===== config.mk =====
export PLATFORM = sky130hd
export DESIGN_NAME = tx_coder_4b5b
export DESIGN_NICKNAME = d
export VERILOG_FILES = /design/src/rtl/tx_coder_pkg.sv /design/src/rtl/tx_frame_fsm.sv /design/src/rtl/tx_cg_mapper.sv /design/src/rtl/tx_cipher_lfsr.sv /design/src/rtl/tx_coder_4b5b.sv
export SDC_FILE = /design/constraint.sdc
export NUM_CORES = 1
export LEC_CHECK = 0
export ABC_AREA = 0
export BUFFER_PORTS_ARGS = -buffer_cell sky130_fd_sc_hd__buf_2
export CAP_MARGIN = 5
export CORE_ASPECT_RATIO = 1.5
export CORE_UTILIZATION = 30
export CTS_CLUSTER_DIAMETER = 30
export DETAILED_ROUTE_END_ITERATION = 6
export PLACE_DENSITY = 0.54
export SYNTH_ARGS = -nofsm -noshare
export SYNTH_HDL_FRONTEND = slang
export SYNTH_HIERARCHICAL = 1
export SYNTH_SLANG_ARGS = --single-unit

===== constraint.sdc =====
create_clock -name clk -period 5.85 [get_ports clk]
set_input_delay 0.2925 -clock clk [delete_from_list [all_inputs] [get_ports clk]]
set_output_delay 0.2925 -clock clk [all_outputs]
set_load 0.05 [all_outputs]

===== src/rtl/tx_coder_pkg.sv =====
package tx_coder_pkg;

  localparam int NIB_W = 4;
  localparam int CG_W  = 5;

  localparam logic [CG_W-1:0] CG_IDLE = 5'b11111;
  localparam logic [CG_W-1:0] CG_J    = 5'b11000;
  localparam logic [CG_W-1:0] CG_K    = 5'b10001;
  localparam logic [CG_W-1:0] CG_T    = 5'b01101;
  localparam logic [CG_W-1:0] CG_R    = 5'b00111;
  localparam logic [CG_W-1:0] CG_H    = 5'b00100;

  typedef enum logic [2:0] {
    SYM_I, SYM_J, SYM_K, SYM_DATA, SYM_H, SYM_T, SYM_R
  } sym_kind_e;

  typedef enum logic [2:0] {
    FR_IDLE, FR_SSD2, FR_BODY, FR_TAIL_T, FR_TAIL_R
  } fr_state_e;

  function automatic logic [CG_W-1:0] data_cg(input logic [NIB_W-1:0] nib);
    logic [CG_W-1:0] cg;
    case (nib)
      4'h0: cg = 5'b11110;
      4'h1: cg = 5'b01001;
      4'h2: cg = 5'b10100;
      4'h3: cg = 5'b10101;
      4'h4: cg = 5'b01010;
      4'h5: cg = 5'b01011;
      4'h6: cg = 5'b01110;
      4'h7: cg = 5'b01111;
      4'h8: cg = 5'b10010;
      4'h9: cg = 5'b10011;
      4'hA: cg = 5'b10110;
      4'hB: cg = 5'b10111;
      4'hC: cg = 5'b11010;
      4'hD: cg = 5'b11011;
      4'hE: cg = 5'b11100;
      default: cg = 5'b11101;
    endcase
    return cg;
  endfunction

  function automatic logic [CG_W-1:0] test_cg(input logic [NIB_W-1:0] nib);
    logic [CG_W-1:0] cg;
    if (!nib[NIB_W-1]) begin
      cg = {1'b0, nib};
    end else begin
      case (nib[NIB_W-2:0])
        3'd0: cg = 5'b00000;
        3'd1: cg = CG_T;
        3'd2: cg = 5'b01100;
        3'd3: cg = CG_K;
        3'd4: cg = 5'b10000;
        3'd5: cg = 5'b11001;
        3'd6: cg = CG_J;
        default: cg = CG_IDLE;
      endcase
    end
    return cg;
  endfunction

endpackage


===== src/rtl/tx_frame_fsm.sv =====
module tx_frame_fsm
  import tx_coder_pkg::*;
(
  input  logic      clk,
  input  logic      rst_n,
  input  logic      tx_en,
  input  logic      tx_er,
  output sym_kind_e sym_o
);

  fr_state_e state_q, state_d;

  always_comb begin
    state_d = state_q;
    sym_o   = SYM_I;
    case (state_q)
      FR_IDLE: begin
        if (tx_en) begin
          sym_o   = SYM_J;
          state_d = FR_SSD2;
        end
      end
      FR_SSD2: begin
        sym_o   = SYM_K;
        state_d = tx_en ? FR_BODY : FR_TAIL_T;
      end
      FR_BODY: begin
        if (tx_en) begin
          sym_o = tx_er ? SYM_H : SYM_DATA;
        end else begin
          sym_o   = SYM_T;
          state_d = FR_TAIL_R;
        end
      end
      FR_TAIL_T: begin
        sym_o   = SYM_T;
        state_d = FR_TAIL_R;
      end
      FR_TAIL_R: begin
        sym_o   = SYM_R;
        state_d = FR_IDLE;
      end
      default: begin
        sym_o   = SYM_I;
        state_d = FR_IDLE;
      end
    endcase
  end

  always_ff @(posedge clk or negedge rst_n) begin
    if (!rst_n) state_q <= FR_IDLE;
    else        state_q <= state_d;
  end

  assert_k_after_j_R3: assert property (@(posedge clk) disable iff (!rst_n)
    sym_o == SYM_J |=> sym_o == SYM_K);

  assert_r_after_t_R4: assert property (@(posedge clk) disable iff (!rst_n)
    sym_o == SYM_T |=> sym_o == SYM_R);

  assert_no_start_in_r_R4: assert property (@(posedge clk) disable iff (!rst_n)
    sym_o == SYM_R |=> (sym_o == SYM_I || sym_o == SYM_J));

  assert_idle_only_low_R5: assert property (@(posedge clk) disable iff (!rst_n)
    sym_o == SYM_I |-> !tx_en);

  assert_h_needs_strobe_R6: assert property (@(posedge clk) disable iff (!rst_n)
    sym_o == SYM_H |-> (tx_en && tx_er && $past(tx_en)));

endmodule


===== src/rtl/tx_cg_mapper.sv =====
module tx_cg_mapper
  import tx_coder_pkg::*;
(
  input  sym_kind_e        sym_i,
  input  logic [NIB_W-1:0] txd,
  input  logic             tx_er,
  input  logic             err_test_mode,
  output logic [CG_W-1:0]  cg_o
);

  logic [CG_W-1:0] frame_cg;
  logic            use_test;

  always_comb begin
    case (sym_i)
      SYM_J:    frame_cg = CG_J;
      SYM_K:    frame_cg = CG_K;
      SYM_DATA: frame_cg = data_cg(txd);
      SYM_H:    frame_cg = CG_H;
      SYM_T:    frame_cg = CG_T;
      SYM_R:    frame_cg = CG_R;
      default:  frame_cg = CG_IDLE;
    endcase
  end

  assign use_test = err_test_mode && tx_er;
  assign cg_o     = use_test ? test_cg(txd) : frame_cg;

endmodule


===== src/rtl/tx_cipher_lfsr.sv =====
module tx_cipher_lfsr #(
  parameter int            LFSR_W  = 11,
  parameter int            TAP_HI  = 10,
  parameter int            TAP_LO  = 8,
  parameter int            STEPS   = 5,
  parameter logic [LFSR_W-1:0] SEED = 11'h5A5
) (
  input  logic             clk,
  input  logic             rst_n,
  output logic [STEPS-1:0] key_o
);

  logic [LFSR_W-1:0] state_q;
  logic [LFSR_W-1:0] chain [STEPS+1];
  logic [STEPS-1:0]  fb;

  assign chain[0] = state_q;

  for (genvar gi = 0; gi < STEPS; gi++) begin : g_step
    assign fb[gi]             = chain[gi][TAP_HI] ^ chain[gi][TAP_LO];
    assign key_o[STEPS-1-gi]  = fb[gi];
    assign chain[gi+1]        = {chain[gi][LFSR_W-2:0], fb[gi]};
  end

  always_ff @(posedge clk or negedge rst_n) begin
    if (!rst_n) state_q <= SEED;
    else        state_q <= chain[STEPS];
  end

  assert_lfsr_alive_R9: assert property (@(posedge clk) disable iff (!rst_n)
    state_q != '0);

  assert_lfsr_moves_R9: assert property (@(posedge clk) disable iff (!rst_n)
    1'b1 |=> state_q != $past(state_q));

endmodule


===== src/rtl/tx_coder_4b5b.sv =====
module tx_coder_4b5b
  import tx_coder_pkg::*;
#(
  parameter int                LFSR_W   = 11,
  parameter int                TAP_HI   = 10,
  parameter int                TAP_LO   = 8,
  parameter logic [LFSR_W-1:0] SCR_SEED = 11'h5A5
) (
  input  logic             clk,
  input  logic             rst_n,
  input  logic             tx_en,
  input  logic             tx_er,
  input  logic [3:0]       txd,
  input  logic             err_test_mode,
  input  logic             cipher_off,
  input  logic             link_100,
  output logic [4:0]       code_out
);

  sym_kind_e       sym;
  logic [CG_W-1:0] raw_cg;
  logic [CG_W-1:0] key;
  logic            scr_on;
  logic [CG_W-1:0] cg_q;

  tx_frame_fsm u_fsm (
    .clk   (clk),
    .rst_n (rst_n),
    .tx_en (tx_en),
    .tx_er (tx_er),
    .sym_o (sym)
  );

  tx_cg_mapper u_map (
    .sym_i         (sym),
    .txd           (txd),
    .tx_er         (tx_er),
    .err_test_mode (err_test_mode),
    .cg_o          (raw_cg)
  );

  tx_cipher_lfsr #(
    .LFSR_W (LFSR_W),
    .TAP_HI (TAP_HI),
    .TAP_LO (TAP_LO),
    .STEPS  (CG_W),
    .SEED   (SCR_SEED)
  ) u_lfsr (
    .clk   (clk),
    .rst_n (rst_n),
    .key_o (key)
  );

  assign scr_on = link_100 && !cipher_off;

  always_ff @(posedge clk or negedge rst_n) begin
    if (!rst_n) cg_q <= CG_IDLE;
    else        cg_q <= raw_cg ^ (scr_on ? key : '0);
  end

  assign code_out = cg_q;

  assert_bypass_idle_R10: assert property (@(posedge clk) disable iff (!rst_n)
    (cipher_off && sym == SYM_I && !(err_test_mode && tx_er)) |=> code_out == CG_IDLE);

  assert_slow_link_plain_R11: assert property (@(posedge clk) disable iff (!rst_n)
    (!link_100 && sym == SYM_J && !(err_test_mode && tx_er)) |=> code_out == CG_J);

  assert_test_f_idle_R7: assert property (@(posedge clk) disable iff (!rst_n)
    (err_test_mode && tx_er && txd == 4'hF && !scr_on) |=> code_out == 5'b11111);

  assert_h_plain_R6: assert property (@(posedge clk) disable iff (!rst_n)
    (!scr_on && sym == SYM_H && !err_test_mode) |=> code_out == CG_H);

endmodule


== Word level (Yosys, flattened, before mapping) ==
Memory sizes are Yosys's and may differ from the RTL's.
Cells that the tools add are included.
Cells by class
  equal/unequal tests: 18
  multiplexer cells: 13
  bitwise logic cells: 6
  reductions and logical operators: 6
Operators by type and width (number)
  case mux 5 bit (7 select lines): 1
  case mux 5 bit (6 select lines): 1
  == test 3 bit, second input constant: 7
  == test 3 x 2 -> 1 bit, second input constant: 6
  2-to-1 mux 5 bit: 3
  case mux 3 bit (5 select lines): 1
  2-to-1 mux 3 bit: 4
  case mux 3 bit (4 select lines): 1
  == test 3 x 1 -> 1 bit, second input constant: 3
  zero test 3 bit: 2
  bitwise XOR 1 bit: 5
  bitwise XOR 5 bit: 1
  inequality test 2 bit, second input constant: 2
  logical AND 1 bit: 2
  2-to-1 mux 1 bit: 2
  AND reduction 2 bit: 1
  zero test 1 bit: 1
Word-level totals
  register bits after elaboration: 19
  bits in read-only memories: 80
  input bits: 11
  output and inout port bits: 5
  word-level logic and storage cells: 47
  memories: 1
Memories
  (name not given): depth 16, bits a word 5, read ports 1, clocked after memory_dff 0, wr ports 0, line tx_coder_pkg.sv:23  | case (nib)

== Depth between registers and ports, before layout ==
  word-level depth: 7
  gate-level depth with buffers: 8
  mapped depth without buffers: 7

== By module ==
Netlist, hierarchy kept.
Modules (own cells, without submodules)
  tx_cipher_lfsr: times used 1, cells an instance 16, area each 326.6 um^2, sequential area each 282.8 um^2
  tx_cg_mapper: times used 1, cells an instance 43, area each 265.3 um^2, sequential area each 0.0 um^2
  tx_coder_4b5b: times used 1, cells an instance 15, area each 212.7 um^2, sequential area each 131.4 um^2
  tx_frame_fsm: times used 1, cells an instance 19, area each 195.2 um^2, sequential area each 75.1 um^2

== Worst setup path after synthesis ==
OpenSTA, ideal clock, no wires.
  path kind: register to register
  start: register u_fsm.state_q[0]
  end: register cg_q[1] (netlist: code_out[1])
  library setup time: 75 ps
  data arrival time: 1931 ps
  data required time: 5775 ps
  path slack: 3844 ps
  stages on the path, launching flop included: 7
  buffers on the path: 0
  period minus slack after synthesis: 2006 ps
  path through: dfrtp_1 or2b_1 a211oi_1 and3b_1 o311ai_1 a31oi_1 xnor2_1
On the way
  longest elaborated chain between the ends: 6
  elaborated cells on any way between the ends: 15
  classes of those cells: eq/ne (10); mux (3); bitwise (1); reduce/logical (1)
Ends and longest elaborated chain
  from (decl): line tx_frame_fsm.sv:11  | fr_state_e state_q, state_d;
  from (signal assigned): line tx_frame_fsm.sv:52  | else state_q <= state_d;
  == test 3 bit (tied with other cells): line tx_frame_fsm.sv:16  | case (state_q)
  case mux 3 bit (5 select lines) *: line tx_frame_fsm.sv:16
  net sym[0]: line tx_coder_4b5b.sv:20  | sym_kind_e sym;
  == test 3 bit (tied with other cells): line tx_cg_mapper.sv:15  | case (sym_i)
  case mux 5 bit (6 select lines) *: line tx_cg_mapper.sv:15
  2-to-1 mux 5 bit *: line tx_cg_mapper.sv:27  | assign cg_o = use_test ? test_cg(txd) : frame_cg;
  net raw_cg[1]: line tx_coder_4b5b.sv:21  | logic [CG_W-1:0] raw_cg;
  bitwise XOR 5 bit *: line tx_coder_4b5b.sv:58  | else cg_q <= raw_cg ^ (scr_on ? key : '0);
  to (signal assigned): line tx_coder_4b5b.sv:58
  to (decl): line tx_coder_4b5b.sv:24  | logic [CG_W-1:0] cg_q;
Mark *: on every way through the listed nets, which the timed path passes. The rest lies on a longest branch.
A chain may end at the register's enable or synchronous reset.

== Final worst setup path ==
Ends and elaborated chain as after synthesis.

==> impl_metrics.py <==
metrics = {
    "min_path": {
        "worstHoldPathCells": 3,
        "hp-start": "link_100",
        "hp-class": "primary input to flip-flop",
        "min_to": "code_out[0]",
    },
    "grt": {
        "grt_pass1_vias": 694,
        "grt-ovfl-total": 0,
        "grt_start_max_net_pins": 20,
        "grtUsageMet3_pct": 1.67,
        "grt_pass1_wl_mm": 3.07,
        "gr-usage-met1_pct": 14.5,
        "track_usage_pct": 11.6,
        "busiest_layer": "met2",
        "antenna_found_initial": 0,
        "use_met2_pct": 17.0,
    },
    "final_layout": {
        "utilization_pct": 36.3,
        "fill_cells": 313,
        "areaGrowthSynthToFinish_pct": 14.8,
        "nets": 121,
        "diodes": 0,
        "drive_above_1_share_pct": 32.1,
        "multi_input_area_um2": 473,
        "seq_area_um2": 489,
    },
    "cts": {
        "cts-root-buf": "clkbuf_8",
        "cts.clk_slew.worst_paths_ns": 0.06,
        "post_cts_buffers": 0,
        "cts_resized": 0,
        "cts_sinks": 19,
        "htreeDepth": 1,
        "cts.hold.buffers_added": 1,
        "cts_tree": "done",
        "ctsLongestPathBuffers": 2,
        "clk_latency_ns": 0.25,
        "numCtsBuffers": 3,
    },
    "worst_setup_path": {
        "regToRegSetupSlack_ns": 3.52,
        "r2r_end": "code_out[1]",
        "critPathKind": "flip-flop to flip-flop",
        "reg2reg_depth": 6,
        "startpoint": "u_fsm/state_q[0]",
        "crit_required_ns": 6.03,
        "crit_path_top_delay_cell": "a211oi_1",
        "start_kind": "flip-flop",
        "critical_path.max_stage_delay_ns": 0.74,
        "arrival_ns": 2.51,
        "endpoint_kind": "flip-flop",
        "reg2reg_from": "u_fsm/state_q[0]",
        "crit_chain": "or2b_1 -> a211oi_1 -> and3b_1 -> o311ai_1 -> a31oi_1 -> xnor2_1",
        "path_max_fanout": 8,
    },
    "logic_synthesis": {
        "seq_area_frac_synth_pct": 48.9,
        "synth_nets": 104,
        "synth_cell_types": 33,
        "netlist_instances": 93,
        "ys_seq_elements": 19,
        "netlist_area_um2": 1000,
        "synthAdderAreaFrac_pct": 0,
        "synth_mux_area_share_pct": 0,
        "synthTopCellsByArea": "dfstp_2 29%, dfrtp_1 20%, xor2_1 6.1%",
        "yosysTopAreaCell": "dfstp_2",
        "synth-simple-area-share_pct": 21.4,
        "ys_warn_count": 6,
        "synth_top_area_share_pct": 28.9,
        "synth_top_family_by_area": "simple AND/OR/NAND/NOR gates",
        "synthXorXnorAreaFrac_pct": 11.4,
        "synth-compound-area-share_pct": 14.5,
        "avgSynthCellArea_um2": 10.7,
    },
    "timing": {
        "drv_slew": 0,
        "finalSetupViolations": 0,
        "tightest_slew_ns": 0.949,
        "fin_crit_sh_pct": 39.8,
        "relSlewSlack_pct": 36.1,
        "fmax_mhz": 429,
        "fin_worst_skew_ns": 0.00168,
        "rsz0062_at_grt": "false",
        "fin_setup_tns_ns": 0,
        "hold_violations": 0,
        "fin_crit_ns": 2.33,
    },
    "route": {
        "ant_nets": 0,
        "drt_wl_total_mm": 1.75,
        "drt_pre_antenna_iters": 4,
        "drt-initial-drc-count": 10,
        "wl_per_cell_um": 11.8,
        "num_vias": 725,
        "viasPerCell": 4.87,
        "drc": 0,
    },
    "placement": {
        "finalWeightedCongestion": 0.793,
        "dp_hpwl_mm": 1.34,
        "port_buffers": 15,
    },
    "die": {
        "rows": 25,
        "initial_core_util_pct": 31.6,
        "die_h_um": 72.7,
        "core_um2": 3160,
        "ios": 16,
        "die_w_um": 49.1,
        "dieArea_um2": 3570,
    },
    "outcome": {
        "status": "complete, no violations",
    },
    "job": {
        "max-cap-violations": 0,
    },
    "pwr": {
        "cellPowerDensity_nw_per_um2": 453,
        "ir_drop_mv": 0.141,
        "p_leak_nw": 0.504,
    },
}
## per-layer routing
| metal | vias to the layer above | wire (µm) |
|---|---|---|
| li1 | 361 | - |
| met1 | 339 | 808 |
| met2 | 18 | 807 |
| met3 | 7 | 66 |
| met4 | 0 | 69 |
| met5 | - | 0 |
## kinds of logic (layout without fill, tap and decap cells)
family | count (synthesis) | after routing
buffers and inverters | 5 | 21
AO/OA/AOI/OAI | 21 | 21
XOR/XNOR | 13 | 13
AND/OR/NAND/NOR | 35 | 35
flip-flops | 19 | 19
## registers in the layout, indices dropped and copies added, names as in the netlist
| register | cells |
|---|---|
| u_fsm/state_q | 3 |
| u_lfsr/state_q | 11 |
| code_out | 5 |
## layout make-up
type / instances / share of cell area (%)
clock buffers: 3 / 3.60
clock inverters: 1 / 0.436
inverters: 1 / 0.327
multi-input cells: 69 / 41.2
flip-flops and latches: 19 / 42.6
well taps: 40 / 4.36
repair buffers: 16 / 7.42
## how the worst max path moves through the flow
| stage | endpoint | cells past startpoint |
|---|---|---|
| 2_1_floorplan | code_out[1] | 6 |
| 3_3_place_gp | code_out[1] | 6 |
| 3_5_place_dp | code_out[1] | 6 |
| 4_1_cts | code_out[1] | 6 |
| 5_1_grt | code_out[4] | 7 |
| 6_report | code_out[1] | 6 |
## through the flow
step | setup slack [ns] | hold WS [ns] | power, W | cells | instance area (µm²)
final | 3.52 | 0.331 | 0.000520 | 149 | 1150
after global routing | 3.24 | 0.338 | 0.000560 | 149 | 1150
after CTS | 3.53 | 0.328 | 0.000527 | 149 | 1150
after detailed placement | 3.55 | 0.244 | 0.000437 | 144 | 1090
after global placement | 3.59 | 0.244 | 0.000434 | 144 | 1090
after floorplan | 3.84 | -0.00309 | 0.000399 | 93 | 1000
## critical path: cells and delay by family, from the launching register on
kind	cells	cell delay, ns
xor+xnor	1	0.15
flops	1	0.45
compound gates	3	1.10
simple gates	2	0.56
## cell usage after synthesis, drive strengths merged
cell    number
dfstp       11
or2b         1
nand3        2
nor2b        2
xnor2        6
nor3         4
a22o         1
o31ai        1
dfrtp        8
a21oi        8
o21ai        3
and4b        1
and3b        1
buf          4
a32o         1
xor2         7
a21o         1
nand2b       3
o311ai       1
nand2        5
a31oi        2
a211oi       1
or3b         2
nand3b       6
nor3b        1
inv          1
o221ai       1
nor2         7
o21bai       1
## cells in the final DEF, fill, tap and decap left out, types with 2 or more instances in the layout
cell type and instances:
nor3_1 4, nor2_1 6, xor2_1 7, o21ai_1 2, nand3b_1 6, a31oi_1 2, dfstp_2 11, dfrtp_1 8
or3b_1 2, xnor2_1 6, nand2b_1 3, clkbuf_8 3, a21oi_1 8, nand2_1 4, nand3_1 2, nor2b_1 2
buf_2 15
## power breakdown
| group | total (W) | switching (W) | internal (W) |
|---|---|---|---|
| Sequential | 0.000187 | 0.0000174 | 0.000170 |
| Clock | 0.0000878 | 0.0000405 | 0.0000473 |
| Combinational | 0.000245 | 0.000156 | 0.0000896 |
Note: power is estimated with default switching activity, not from simulation.
